[config.mk]
export PLATFORM = sky130hd
export DESIGN_NAME = vsync_field_detector
export DESIGN_NICKNAME = d
export VERILOG_FILES = /design/src/rtl/vsq_pkg.sv /design/src/rtl/vsq_phase_tracker.sv /design/src/rtl/vsq_pulse_fsm.sv /design/src/rtl/vsq_line_timer.sv /design/src/rtl/vsync_field_detector.sv
export SDC_FILE = /design/constraint.sdc
export NUM_CORES = 1
export LEC_CHECK = 0
export BUFFER_PORTS_ARGS = -buffer_cell sky130_fd_sc_hd__buf_2
export CORE_MARGIN = 2
export CORE_UTILIZATION = 55
export DETAILED_ROUTE_END_ITERATION = 10
export PLACE_DENSITY_LB_ADDON = 0.2
export SLEW_MARGIN = 30
export SYNTH_ARGS = -nofsm -noshare
export SYNTH_HDL_FRONTEND = slang
export SYNTH_SLANG_ARGS = --single-unit
[constraint.sdc]
create_clock -name clk -period 2.6 [get_ports clk]
set_clock_uncertainty 0.15 [all_clocks]
set_input_delay 0.52 -clock clk [delete_from_list [all_inputs] [get_ports clk]]
set_output_delay 0.52 -clock clk [all_outputs]
set_load 0.02 [all_outputs]
[src/rtl/vsq_pkg.sv]
package vsq_pkg;
    typedef enum logic [2:0] {
        ST_IDLE,
        ST_HIGH,
        ST_GAP,
        ST_HOLD,
        ST_REJECT
    } vsq_state_e;

    typedef enum logic [1:0] {
        ALIGN_NONE,
        ALIGN_F1,
        ALIGN_F2
    } vsq_align_e;
endpackage

[src/rtl/vsq_phase_tracker.sv]
module vsq_phase_tracker
    import vsq_pkg::*;
#(
    parameter int SAMPLES_PER_LINE = 768,
    parameter int ALIGN_WIN        = 48
) (
    input  logic       clk,
    input  logic       rst_n,
    input  logic       line_ref,
    output vsq_align_e align
);
    localparam int PH_MAX_I = 2 * SAMPLES_PER_LINE - 1;
    localparam int PH_W     = $clog2(2 * SAMPLES_PER_LINE);
    localparam int HALF     = SAMPLES_PER_LINE / 2;

    localparam logic [PH_W-1:0] PH_MAX  = PH_W'(PH_MAX_I);
    localparam logic [PH_W-1:0] F1_LO   = PH_W'(ALIGN_WIN);
    localparam logic [PH_W-1:0] F1_HI   = PH_W'(SAMPLES_PER_LINE - ALIGN_WIN + 1);
    localparam logic [PH_W-1:0] LINE_E  = PH_W'(SAMPLES_PER_LINE);
    localparam logic [PH_W-1:0] F2_LO   = PH_W'(HALF - ALIGN_WIN + 1);
    localparam logic [PH_W-1:0] F2_HI   = PH_W'(HALF + ALIGN_WIN);

    logic [PH_W-1:0] ph_q;
    logic [PH_W-1:0] cur_ph;

    // phase seen at this edge: zero on the reference pulse itself
    assign cur_ph = line_ref ? '0 : ph_q;

    always_ff @(posedge clk or negedge rst_n) begin
        if (!rst_n) begin
            ph_q <= '0;
        end else if (cur_ph == PH_MAX) begin
            ph_q <= PH_MAX;
        end else begin
            ph_q <= cur_ph + 1'b1;
        end
    end

    always_comb begin
        if (cur_ph < F1_LO || (cur_ph >= F1_HI && cur_ph < LINE_E)) begin
            align = ALIGN_F1;
        end else if (cur_ph >= F2_LO && cur_ph < F2_HI) begin
            align = ALIGN_F2;
        end else begin
            align = ALIGN_NONE;
        end
    end
endmodule

[src/rtl/vsq_pulse_fsm.sv]
module vsq_pulse_fsm
    import vsq_pkg::*;
#(
    parameter int VSYNC_MIN = 1536,
    parameter int SERR_MAX  = 96
) (
    input  logic       clk,
    input  logic       rst_n,
    input  logic       sync_in,
    input  vsq_align_e align,
    output logic       qual_now,
    output logic       vsync_pulse,
    output logic       field_id
);
    localparam int EL_W  = $clog2(VSYNC_MIN + 1);
    localparam int GAP_W = $clog2(SERR_MAX + 1);

    localparam logic [EL_W-1:0]  EL_MAX   = EL_W'(VSYNC_MIN);
    localparam logic [EL_W-1:0]  EL_LAST  = EL_W'(VSYNC_MIN - 1);
    localparam logic [GAP_W-1:0] GAP_LAST = GAP_W'(SERR_MAX - 1);

    vsq_state_e       st_q, st_n;
    logic [EL_W-1:0]  el_q, el_n, el_inc;
    logic [GAP_W-1:0] gap_q, gap_n;
    logic             cf_q, cf_n;

    assign el_inc = (el_q == EL_MAX) ? el_q : el_q + 1'b1;

    // state register
    always_ff @(posedge clk or negedge rst_n) begin
        if (!rst_n) begin
            st_q  <= ST_IDLE;
            el_q  <= '0;
            gap_q <= '0;
            cf_q  <= 1'b0;
        end else begin
            st_q  <= st_n;
            el_q  <= el_n;
            gap_q <= gap_n;
            cf_q  <= cf_n;
        end
    end

    // next state and qualification decision
    always_comb begin
        st_n     = st_q;
        el_n     = el_q;
        gap_n    = gap_q;
        cf_n     = cf_q;
        qual_now = 1'b0;
        unique case (st_q)
            ST_IDLE: begin
                if (sync_in) begin
                    gap_n = '0;
                    if (align != ALIGN_NONE) begin
                        st_n = ST_HIGH;
                        el_n = EL_W'(1);
                        cf_n = (align == ALIGN_F2);
                    end else begin
                        st_n = ST_REJECT;
                    end
                end
            end
            ST_HIGH, ST_GAP: begin
                if (sync_in) begin
                    if (el_q >= EL_LAST) begin
                        qual_now = 1'b1;
                        st_n     = ST_HOLD;
                        gap_n    = '0;
                    end else begin
                        st_n = ST_HIGH;
                        el_n = el_inc;
                    end
                end else if (st_q == ST_HIGH) begin
                    st_n  = ST_GAP;
                    gap_n = GAP_W'(1);
                    el_n  = el_inc;
                end else if (gap_q == GAP_LAST) begin
                    st_n = ST_IDLE;
                end else begin
                    gap_n = gap_q + 1'b1;
                    el_n  = el_inc;
                end
            end
            ST_HOLD, ST_REJECT: begin
                if (sync_in) begin
                    gap_n = '0;
                end else if (gap_q == GAP_LAST) begin
                    st_n = ST_IDLE;
                end else begin
                    gap_n = gap_q + 1'b1;
                end
            end
            default: st_n = ST_IDLE;
        endcase
    end

    // outputs
    always_ff @(posedge clk or negedge rst_n) begin
        if (!rst_n) begin
            vsync_pulse <= 1'b0;
            field_id    <= 1'b0;
        end else begin
            vsync_pulse <= qual_now;
            if (qual_now) begin
                field_id <= cf_q;
            end
        end
    end
endmodule

[src/rtl/vsq_line_timer.sv]
module vsq_line_timer #(
    parameter int LINE_W        = 10,
    parameter int QUAL_LINE     = 6,
    parameter int TARGET_LINE   = 21,
    parameter int LOSS_LINES    = 700,
    parameter int RELOCK_FIELDS = 2
) (
    input  logic              clk,
    input  logic              rst_n,
    input  logic              line_ref,
    input  logic              qual_now,
    output logic [LINE_W-1:0] line_num,
    output logic              line21_win,
    output logic              lock_lost
);
    localparam int SINCE_W = $clog2(LOSS_LINES + 1);
    localparam int RUN_W   = $clog2(RELOCK_FIELDS + 1);

    localparam logic [LINE_W-1:0]  LINE_MAX  = {LINE_W{1'b1}};
    localparam logic [LINE_W-1:0]  LOAD_VAL  = LINE_W'(QUAL_LINE);
    localparam logic [LINE_W-1:0]  TGT_VAL   = LINE_W'(TARGET_LINE);
    localparam logic [SINCE_W-1:0] SINCE_MAX = SINCE_W'(LOSS_LINES);
    localparam logic [SINCE_W-1:0] SINCE_TOP = SINCE_W'(LOSS_LINES - 1);
    localparam logic [RUN_W-1:0]   RUN_TOP   = RUN_W'(RELOCK_FIELDS - 1);

    logic [LINE_W-1:0]  line_n;
    logic [SINCE_W-1:0] since_q;
    logic [RUN_W-1:0]   run_q;

    always_comb begin
        if (qual_now) begin
            line_n = LOAD_VAL;
        end else if (line_ref && line_num != LINE_MAX) begin
            line_n = line_num + 1'b1;
        end else begin
            line_n = line_num;
        end
    end

    always_ff @(posedge clk or negedge rst_n) begin
        if (!rst_n) begin
            line_num   <= '0;
            line21_win <= 1'b0;
        end else begin
            line_num   <= line_n;
            line21_win <= (line_n == TGT_VAL);
        end
    end

    always_ff @(posedge clk or negedge rst_n) begin
        if (!rst_n) begin
            since_q   <= '0;
            run_q     <= '0;
            lock_lost <= 1'b1;
        end else if (qual_now) begin
            since_q <= '0;
            if (lock_lost) begin
                if (run_q == RUN_TOP) begin
                    lock_lost <= 1'b0;
                    run_q     <= '0;
                end else begin
                    run_q <= run_q + 1'b1;
                end
            end
        end else if (line_ref) begin
            if (since_q != SINCE_MAX) begin
                since_q <= since_q + 1'b1;
            end
            if (since_q == SINCE_TOP) begin
                lock_lost <= 1'b1;
                run_q     <= '0;
            end
        end
    end
endmodule

[src/rtl/vsync_field_detector.sv]
module vsync_field_detector
    import vsq_pkg::*;
#(
    parameter int SAMPLES_PER_LINE = 768,
    parameter int ALIGN_WIN        = 48,
    parameter int VSYNC_MIN        = 1536,
    parameter int SERR_MAX         = 96,
    parameter int LINE_W           = 10,
    parameter int QUAL_LINE        = 6,
    parameter int TARGET_LINE      = 21,
    parameter int LOSS_LINES       = 700,
    parameter int RELOCK_FIELDS    = 2
) (
    input  logic              clk,
    input  logic              rst_n,
    input  logic              line_ref,
    input  logic              sync_in,
    output logic              vsync_pulse,
    output logic              field_id,
    output logic [LINE_W-1:0] line_num,
    output logic              line21_win,
    output logic              lock_lost
);
    vsq_align_e align;
    logic       qual_now;

    vsq_phase_tracker #(
        .SAMPLES_PER_LINE(SAMPLES_PER_LINE),
        .ALIGN_WIN       (ALIGN_WIN)
    ) u_phase (
        .clk     (clk),
        .rst_n   (rst_n),
        .line_ref(line_ref),
        .align   (align)
    );

    vsq_pulse_fsm #(
        .VSYNC_MIN(VSYNC_MIN),
        .SERR_MAX (SERR_MAX)
    ) u_fsm (
        .clk        (clk),
        .rst_n      (rst_n),
        .sync_in    (sync_in),
        .align      (align),
        .qual_now   (qual_now),
        .vsync_pulse(vsync_pulse),
        .field_id   (field_id)
    );

    vsq_line_timer #(
        .LINE_W       (LINE_W),
        .QUAL_LINE    (QUAL_LINE),
        .TARGET_LINE  (TARGET_LINE),
        .LOSS_LINES   (LOSS_LINES),
        .RELOCK_FIELDS(RELOCK_FIELDS)
    ) u_lines (
        .clk       (clk),
        .rst_n     (rst_n),
        .line_ref  (line_ref),
        .qual_now  (qual_now),
        .line_num  (line_num),
        .line21_win(line21_win),
        .lock_lost (lock_lost)
    );
endmodule

==> metrics.txt, run 1 <==
worst-path fanout max=6; GR Layer Usage met3=between 4 and 5%; met2 Use GR=about two fifths; Initial Util=56.9%; area growth from synthesis to layout=18.8%; clock transition at the registers of the reported paths=about 70 ps; Pleak=0.00181 uW; multiplexer share of the synthesized area=2.13%; Synth Net Count=about 390; clock sinks=59; Seq cells post-synth=59; clk_lat worst skew=approximately 340 ps; Worst Setup Path Type=reg2reg; unrepaired setup endpoints after global routing=yes; Worst setup EP type=flip-flop; Post-layout nets=436; final setup fails=0; met1 Resource Use GR=between 20 and 30%; critical path arrival=between 2000 and 3000 ps; Sw Share=between 30% and 40%; failing checks=hold timing; total CTS buffers=9; DRC Markers=0; Max IR drop VDD=between 0.5 and 0.6 mV; cells after synthesis=approximately 380; Final HPWL DP=between 5000 and 6000 um; actual slew at the worst max-slew pin=523 ps; slew margin rel.=roughly 65%; Die ar.=~6700 um2; Die Y=between 80 and 90 um; Post-DRT Antenna Nets=0; FF-to-FF End=u_fsm.el_q[6]$_DFFE_PN0P_; Synth area leaders=dfrtp_1 (43%), nand2_1 (4.6%), o21ai_0 (4.2%); post-synthesis sequential area ratio=about 44%; Tot GR Track Use=between 20% and 30%; Synth Area in Simple Gates=about a quarter; H-tree Lvls=3; final hold violations=2; io pins=18; Synth Flop Type=dfrtp_1; Adder-Cell Fraction of Synth Area=under 10%; first-pass GRT wire length=12,400 um; # diodes=0; Synth Area in Compound Gates=roughly 18%; XOR/XNOR Fraction of Synth Area=under 10%; GR Overflow Total=0; drt total wl=7480 um; first drt pass iteration count=4; Final min period=roughly 2600 ps; initial antenna violation count=0; Port Buf Inserts=17; fillcell total=just under 500; fin cells=504; synth unique cells=59; Post-synth EDFFs=0; vias in the first global route=approximately 2,800; Yosys warning count=0; largest family of logic cells by synthesized area=simple AND/OR/NAND/NOR gates; clock tree root driver cell=clkbuf_8; DRT iter0 DRCs=123; vias per cell=5.93; Vias=around 3,000; Tot Pwr=2780 uW; row count=28; Pint=approximately 1900 uW; dpl cells=485; footprint of the multi-input gates=1800 um2; Yosys top cell by area=dfrtp_1; reg2reg setup slack=between 20 and 30 ps; wire per inst=14.8 um; outcome=finished, violations left; HP Class=in2async; most used routing layer=met2; CTS tree=yes; R2R depth=8; sequential share of power=43.9%; largest net degree at the start of global routing=39; required time of the critical path=between 2000 and 3000 ps; share of cells above drive strength 1=approximately a fifth; NetSw=around 910 uW; Worst Setup Start Kind=flip-flop; die width=a little over 80 um; syn_area_per_cell=just under 9 um2; mapped cell area=between 3000 and 4000 um2; Clock power frac=between 30% and 40%; combinational share of power=approximately a quarter; top-area cell type share of the netlist area=a little over two fifths; Max Cap Viol=0; r2r startpoint=u_phase.ph_q[0]$_DFF_PN0_; achievable clock frequency=roughly 390 MHz; Fin Hold WS=-4.56 ps; area of the core=between 5000 and 6000 um2; share of flip-flops with an asynchronous set or reset=100%; fin crit share=a little over nine tenths; power density cells=approximately 700 nW/um2; register area=roughly 1500 um2; maximum clock insertion buffer count=2; Placer Congestion=slightly above 0.8; Final Max Slew Viols=0
per-stage QoR:
| stage | hold slack, ps | instance area [um2] | TNS (ps) | utilization, % | worst slack, ps |
|---|---|---|---|---|---|
| 2_1_floorplan | 74.4 | 3390 | -443 | - | -112 |
| 3_3_place_gp | 316 | 3720 | -1480 | 63.2 | -237 |
| 3_5_place_dp | 328 | 3720 | -2220 | 63.2 | -319 |
| 4_1_cts | 11.2 | 3930 | 0 | 66.8 | 61.9 |
| 5_1_grt | 36.0 | 3980 | -72.6 | 67.6 | -41.3 |
| 6_report | -4.56 | 3980 | 0 | 67.6 | 26.9 |
registers in the layout, indices dropped and copies added (netlist names), 2 cells and up:
name,flops
u_fsm.el_q,11
u_fsm.gap_q,7
u_fsm.st_q,3
u_lines.line_num,10
u_lines.run_q,2
u_lines.since_q,10
u_phase.ph_q,11
Yosys cell counts, types with 3 or more instances:
cell type and n:
nor3b_1 4, xnor2_1 8, nand2b_1 5, nor2b_1 4, a311oi_1 3, mux2i_1 6, o31ai_1 4, o21a_1 3
nand2_1 41, nand3_1 20, or4_1 3, a21o_1 3, nand4_1 8, a21oi_1 26, nor4b_1 3, inv_1 12
nand3b_1 3, or3_1 9, nor2_1 28, nor3_1 9, ha_1 8, a31oi_1 7, clkbuf_1 9, xor2_1 9
o21ai_0 28, and3_1 16, dfrtp_1 58
final cells by class:
class                   count  share of cell area (%)
multi-input cells         291                    45.4
flip-flops and latches     59                    37.2
repair buffers             50                    8.68
clock buffers              10                    3.21
well taps                  75                    2.36
clock inverters             6                    2.01
inverters                  13                    1.23
routing by layer:
layer  wire length [um]  up-vias
li1                   -     1465
met1               3460     1451
met2               3640       64
met3                295        8
met4                 85        0
met5                  0        -
worst max-delay path: stages, from the launching register on:
cell,delay (ps)
dfrtp_1,370
nor2b_4,160
ha_2,160
nor2_1,30
a211o_1,290
o21ai_2,190
or4b_4,530
or4_1,420
a21oi_1,170
repair_timing:
item / CTS / global route
pin swaps: 0 / 3
setup buffers: 0 / 2
gates resized for setup: 1 / 5
cloned: 0 / 1
hold buffers: 0 / 0
setup endpoints to repair: 1 / 4
cells by family (layout without fill, tap and decap cells):
logic type | after synthesis | in the layout
simple gates | 163 | 164
compound gates | 95 | 95
flops | 59 | 59
mux | 7 | 7
buf+inv | 27 | 79
xor+xnor | 17 | 17
fa+ha+maj | 8 | 8
cells in the final DEF (no fill, tap or decap), types with 4 or more instances in the layout:
cell,instances
clkbuf_8,9
o21ai_0,28
clkinv_2,4
inv_1,12
dfrtp_1,58
or3_1,9
nor3b_1,4
xor2_1,9
xnor2_1,8
a21oi_1,25
nand2_1,40
buf_2,17
nand2b_1,5
o31ai_1,4
a31oi_1,7
nand4_1,8
ha_1,7
nor2_1,28
nor3_1,9
mux2i_1,6
buf_4,32
nand3_1,20
and3_1,16
power groups by stage:
| stage | combinational, uW | sequential [uW] | clock [uW] |
|---|---|---|---|
| 2_1_floorplan | 374 | 1270 | 0 |
| 3_3_place_gp | 622 | 1220 | 0 |
| 3_5_place_dp | 645 | 1230 | 0 |
| 4_1_cts | 650 | 1220 | 902 |
| 5_1_grt | 738 | 1240 | 942 |
| 6_report | 660 | 1220 | 898 |
worst max path at each step:
stage | startpoint | cells past startpoint | end
6_report | u_phase.ph_q[0]$_DFF_PN0_ | 8 | u_fsm.el_q[6]$_DFFE_PN0P_
5_1_grt | u_phase.ph_q[0]$_DFF_PN0_ | 8 | u_fsm.el_q[6]$_DFFE_PN0P_
2_1_floorplan | line_ref | 10 | u_fsm.el_q[6]$_DFFE_PN0P_
4_1_cts | u_phase.ph_q[0]$_DFF_PN0_ | 8 | u_fsm.el_q[6]$_DFFE_PN0P_
3_5_place_dp | line_ref | 10 | u_fsm.el_q[6]$_DFFE_PN0P_
3_3_place_gp | line_ref | 10 | u_fsm.el_q[6]$_DFFE_PN0P_
Note: power is estimated with default switching activity, not from simulation.
==> inputs of run 2 (changes only) <==
Settings changed: RECOVER_POWER from default to 50.
==> run 2 against run 1 <==
Compared with the run above: the flow now finishes without violations; critical path depth unchanged; first-iteration DRC count up 12%; flip-flop and latch count unchanged; worst hold slack better by 240 ps; clock power down 0.6%; critical path type unchanged; total power down 0.39%.
==> metrics.txt, run 2 (synthesis results as in run 1) <==
drt total wl=7460 um (-0.21%); # diodes=0 (unchanged); Clock power frac=32.3% (about the same); combinational share of power=23.6% (about the same); fin crit share=98.9% (about the same); HP Class=in2async; Max IR drop VDD=0.502 mV (-0.48%); final setup fails=0 (unchanged); clock sinks=59 (unchanged); Pleak=0.00178 uW (-1.8%); critical path arrival=2670 ps (about the same); footprint of the multi-input gates=1800 um2 (unchanged); Post-layout nets=436 (unchanged); Setup crit start=u_phase.ph_q[0]$_DFF_PN0_; clock transition at the registers of the reported paths=70 ps (about the same); fillcell total=497 (+0.81%); vias in the first global route=2,824 (unchanged); worst-path fanout max=6 (unchanged); area of the core=5890 um2 (unchanged); Vias=3,010 (+0.74%); GR Overflow Total=0 (unchanged); largest net degree at the start of global routing=39 (unchanged); share of cells above drive strength 1=17.0% (-1.6 points); actual slew at the worst max-slew pin=1150 ps (+628 ps); Worst setup EP type=flip-flop; H-tree Lvls=3 (unchanged); NetSw=901 uW (-0.69%); r2r startpoint=u_phase.ph_q[0]$_DFF_PN0_; vias per cell=5.97 (+0.74%); DRT iter0 DRCs=138 (+12%); Final min period=2570 ps (-1.71 ps); most frequent cells in the layout=dfrtp_1 (58), nand2_1 (40), buf_4 (32); io pins=18 (unchanged); reg2reg setup slack=30 ps (about the same); FF-to-FF End=u_fsm.el_q[6]$_DFFE_PN0P_; register area=1480 um2 (unchanged); Worst Setup Start Kind=flip-flop; Final HPWL DP=5210 um (unchanged); DRC Markers=0 (unchanged); Tot Pwr=2770 uW (-0.39%); Worst Setup Path Type=reg2reg; hold-fix buffer count after cts=0 (unchanged); Sw Share=32.6% (-0.097 points); Initial Util=56.9% (unchanged); die width=82.0 um (unchanged); Setup crit end=u_fsm.el_q[6]$_DFFE_PN0P_; achievable clock frequency=389 MHz (about the same); area growth from synthesis to layout=18.1%; clk_lat worst skew=330 ps (about the same); outcome=completed; wire per inst=14.8 um (-0.21%); required time of the critical path=2700 ps (about the same); commonest non-fill, non-tap cell in the layout=dfrtp_1; maximum clock insertion buffer count=2 (unchanged); first-pass GRT wire length=12,400 um (unchanged); Die ar.=6730 um2 (unchanged); Final Max Slew Viols=0 (unchanged); biggest regs=u_fsm.el_q x11, u_phase.ph_q x11; row count=28 (unchanged); Placer Congestion=0.826 (unchanged); Post-DRT Antenna Nets=0 (unchanged); Die Y=82.0 um (unchanged); fin area=3950 um2 (-0.60%); utilization after layout=67.2% (-0.40 points); sequential share of power=44.1% (+0.2 points); Pint=1870 uW (-0.25%); Max Cap Viol=0 (unchanged); CTS tree=yes; total CTS buffers=9 (unchanged); Port Buf Inserts=17 (unchanged); unrepaired setup endpoints after global routing=yes; power density cells=700 nW/um2 (+0.20%); clock tree root driver cell=clkbuf_8; initial antenna violation count=0 (unchanged); first drt pass iteration count=5 (+1); R2R depth=8 (unchanged); slew margin rel.=23.3% (-42 points); placed cell area=3720 um2 (unchanged); Tot GR Track Use=23.8% (unchanged); final hold violations=0 (-2)
==> run 2: metal layers <==
layer,track usage [%],part of all wire [%],up-vias
met3,4.40,3.7,13
met1,29.6,46,1467
met2,40.6,49,65
li1,-,-,1465
met4,9.67,1.6,0
met5,0,0,-
==> run 2: cell type report <==
| cell class | count | area share (%) |
|---|---|---|
| clock buffer | 10 | 3.23 |
| tap | 75 | 2.37 |
| multi-input combinational | 291 | 45.6 |
| sequential | 59 | 37.4 |
| inverter | 13 | 1.23 |
| timing repair buffer | 50 | 8.13 |
| clock inverter | 6 | 2.03 |
==> run 2: worst min path at each step <==
| stage | startpoint | endpoint | slack [ps] | cells after the start |
|---|---|---|---|---|
| final | rst_n | u_phase.ph_q[7]$_DFF_PN0_ | 240 | 1 |
| after global placement | u_fsm.cf_q$_DFFE_PN0P_ | u_fsm.cf_q$_DFFE_PN0P_ | 320 | 2 |
| after global routing | rst_n | u_phase.ph_q[7]$_DFF_PN0_ | 350 | 1 |
| after floorplan | rst_n | u_fsm.cf_q$_DFFE_PN0P_ | 70 | 0 |
| after detailed placement | u_fsm.cf_q$_DFFE_PN0P_ | u_fsm.cf_q$_DFFE_PN0P_ | 330 | 2 |
| after CTS | rst_n | u_phase.ph_q[7]$_DFF_PN0_ | 10 | 1 |
==> run 2: power groups by stage <==
stage                     clock network (uW)  registers (uW)  logic (uW)
after global placement                     0            1220         622
after detailed placement                   0            1230         645
after CTS                                902            1220         650
after global routing                     942            1240         732
after floorplan                            0            1270         374
final                                    893            1220         654
==> run 2: critical path, cell delays in order (launching register included) <==
cell and delay [ps]:
dfrtp_1 370, nor2b_4 160, ha_2 160, nor2_1 30, a211o_1 290, o21ai_2 200
or4b_4 530, or4_1 420, a21oi_1 170
==> run 2: what timing repair did <==
item | CTS | global route
pin swaps | 0 | 3
gates cloned | 0 | 1
endpoints found under the setup margin | 1 | 4
buffers inserted | 0 | 2
gates resized for setup | 1 | 5
==> run 2: through the flow <==
step,worst slack (ps),cells,TNS [ps],hold WS [ps]
floorplan,-112,376,-443,74.4
global placement,-237,485,-1480,316
detailed placement,-319,485,-2220,328
CTS,61.9,501,0,11.2
global route,-41.3,504,-72.6,346
finish,28.6,504,0,237
==> inputs of run 3 (changes only) <==
Settings changed: CORE_UTILIZATION 55 to 58.
Clock period 2.6 ns to 2.9 ns, I/O delays scaled along.
==> run 3 against run 2 <==
Compared with the run above: die area shrank 4.9%; fmax down 3.7%; register-to-register slack improved by 200 ps; worst hold slack gained 52 ps; critical endpoint is now u_fsm.el_q[8]$_DFFE_PN0P_; highest routed layer unchanged.
==> metrics.txt, run 3 (synthesis results as in run 1) <==
outcome=completed; # diodes=0 (unchanged); Worst Setup Path Type=reg2reg; slew margin rel.=22.1% (-1.2 points); CTS tree=yes; achievable clock frequency=374 MHz (-3.7%); DRC Markers=0 (unchanged); Placer Congestion=0.809 (-2.0%); final setup fails=0 (unchanged); number of gates resized after cts=0 (-1); clock sinks=59 (unchanged); unrepaired setup endpoints after global routing=no; fin cells=486 (-3.6%); critical path arrival=2780 ps (+110 ps); critical path's slowest cell=or4b_4; Initial Util=60.4% (+3.5 points); area of the core=5540 um2 (-5.9%); most frequent cells in the layout=dfrtp_1 (58), nand2_1 (41), nor2_1 (28), o21ai_0 (28), a21oi_1 (26); Port Buf Inserts=17 (unchanged); dpl cells=470 (-3.1%); wire per inst=15.2 um (+2.6%); final hold violations=0 (unchanged); actual slew at the worst max-slew pin=1170 ps (+17.6 ps); Setup Slack @ Placement=-68.2 ps (+251 ps); Fin Hold WS=289 ps (+51.8 ps); H-tree Lvls=3 (unchanged); crit-path cells=nor2b_2, ha_1, nor2_1, a211o_1, o21ai_2, or4b_4, buf_4, or3_1, a21oi_1; post-route setup slack=229 ps (+200 ps); biggest regs=u_fsm.el_q x11, u_phase.ph_q x11; power density cells=679 nW/um2 (-3.0%); total CTS buffers=9 (unchanged); HP Class=in2async; share of cells above drive strength 1=12.3% (-4.7 points); Tot Pwr=2610 uW (-5.6%); first drt pass iteration count=4 (-1); Final HPWL DP=5240 um (+0.45%); setup bufs post-CTS=0 (unchanged); DRT iter0 DRCs=213 (+54%); required time of the critical path=3010 ps (+310 ps); Max Cap Viol=0 (unchanged); Die Y=80.0 um (-2.5%); Die ar.=6400 um2 (-4.9%); maximum clock insertion buffer count=2 (unchanged); Final min period=2670 ps (+99.9 ps); Tot GR Track Use=26.2% (+2.4 points); hold-fix buffer count after cts=0 (unchanged); largest net degree at the start of global routing=25 (-36%); Worst Setup Start Kind=flip-flop; io pins=18 (unchanged); clock tree root driver cell=clkbuf_8; Post-DRT Antenna Nets=0 (unchanged); first-pass GRT wire length=13,200 um (+6.5%); fillcell total=453 (-8.9%); GR Overflow Total=0 (unchanged); row count=27 (-3.6%); initial antenna violation count=0 (unchanged); die width=80.0 um (-2.5%); fin crit share=92.1% (-6.8 points); vias in the first global route=2,872 (+1.7%); drt total wl=7380 um (-1.1%); Vias=2,937 (-2.4%); Final Max Slew Viols=0 (unchanged); area growth from synthesis to layout=15.0%; Max IR drop VDD=0.490 mV (-2.3%); CP max stage delay=510 ps (-20 ps); Pleak=0.00171 uW (-3.8%); vias per cell=6.04 (+1.2%); worst-path fanout max=6 (unchanged); clk_lat worst skew=340 ps (about the same); Post-layout nets=421 (-3.4%); Worst setup EP type=flip-flop; commonest non-fill, non-tap cell in the layout=dfrtp_1; clock transition at the registers of the reported paths=70 ps (about the same)
run 3: changes by cell type in the layout (fill, tap and decap cells not counted), sizes merged:
cell,change
clkbuf,+4
buf,-16
or4b,-1
bufinv,+1
clkinv,-3
run 3: area by class of cell:
| cell class | count | area, um2 | share of cell area (%) |
|---|---|---|---|
| Sequential cell | 59 | 1480 | 38.4 |
| Clock inverter | 4 | 95.1 | 2.47 |
| Multi-Input combinational cell | 290 | 1760 | 45.8 |
| Clock buffer | 12 | 165 | 4.29 |
| Tap cell | 72 | 90.1 | 2.34 |
| Inverter | 13 | 48.8 | 1.27 |
| Timing Repair Buffer | 36 | 210 | 5.46 |
run 3: final timing paths:
check | start | endpoint | slack [ps] | cells past startpoint
worst min register to register | u_fsm.cf_q$_DFFE_PN0P_ | u_fsm.cf_q$_DFFE_PN0P_ | 340 | 2
min in group clk | u_fsm.cf_q$_DFFE_PN0P_ | u_fsm.cf_q$_DFFE_PN0P_ | 340 | 2
worst max-delay path | u_phase.ph_q[0]$_DFF_PN0_ | u_fsm.el_q[8]$_DFFE_PN0P_ | 230 | 9
worst max register to register | u_phase.ph_q[0]$_DFF_PN0_ | u_fsm.el_q[8]$_DFFE_PN0P_ | 230 | 9
worst min-delay path | rst_n | u_fsm.vsync_pulse$_DFF_PN0_ | 290 | 1
max in group asynchronous | rst_n | u_fsm.gap_q[0]$_DFFE_PN0P_ | 690 | 2
run 3: routing by layer:
layer | part of all wire [%] | GRT usage, % | up-vias
met4 | 1.0 | 8.47 | 0
met3 | 4.7 | 6.67 | 7
li1 | - | - | 1434
met5 | 0 | 0 | -
met2 | 47 | 40.9 | 70
met1 | 47 | 35.7 | 1426
run 3: critical path: cells and delay by family (launching register included):
family | cells | cell delay (ps)
and+or+nand+nor | 4 | 1090
buffers and inverters | 1 | 180
adders and majority gates | 1 | 170
DFF | 1 | 420
AOI/OAI and AO/OA | 3 | 600
run 3: power breakdown:
part           internal [uW]  switching, uW  total (uW)
clock                    640            332         972
sequential               943            189        1130
combinational            214            294         508
total                   1800            816        2610
run 3: stage by stage:
stage | setup TNS, ps | instance area, um2 | util (%)
floorplan | 0 | 3350 | -
global placement | 0 | 3600 | 65.0
detailed placement | -174 | 3600 | 65.0
CTS | 0 | 3860 | 69.7
global route | 0 | 3850 | 69.5
finish | 0 | 3850 | 69.5
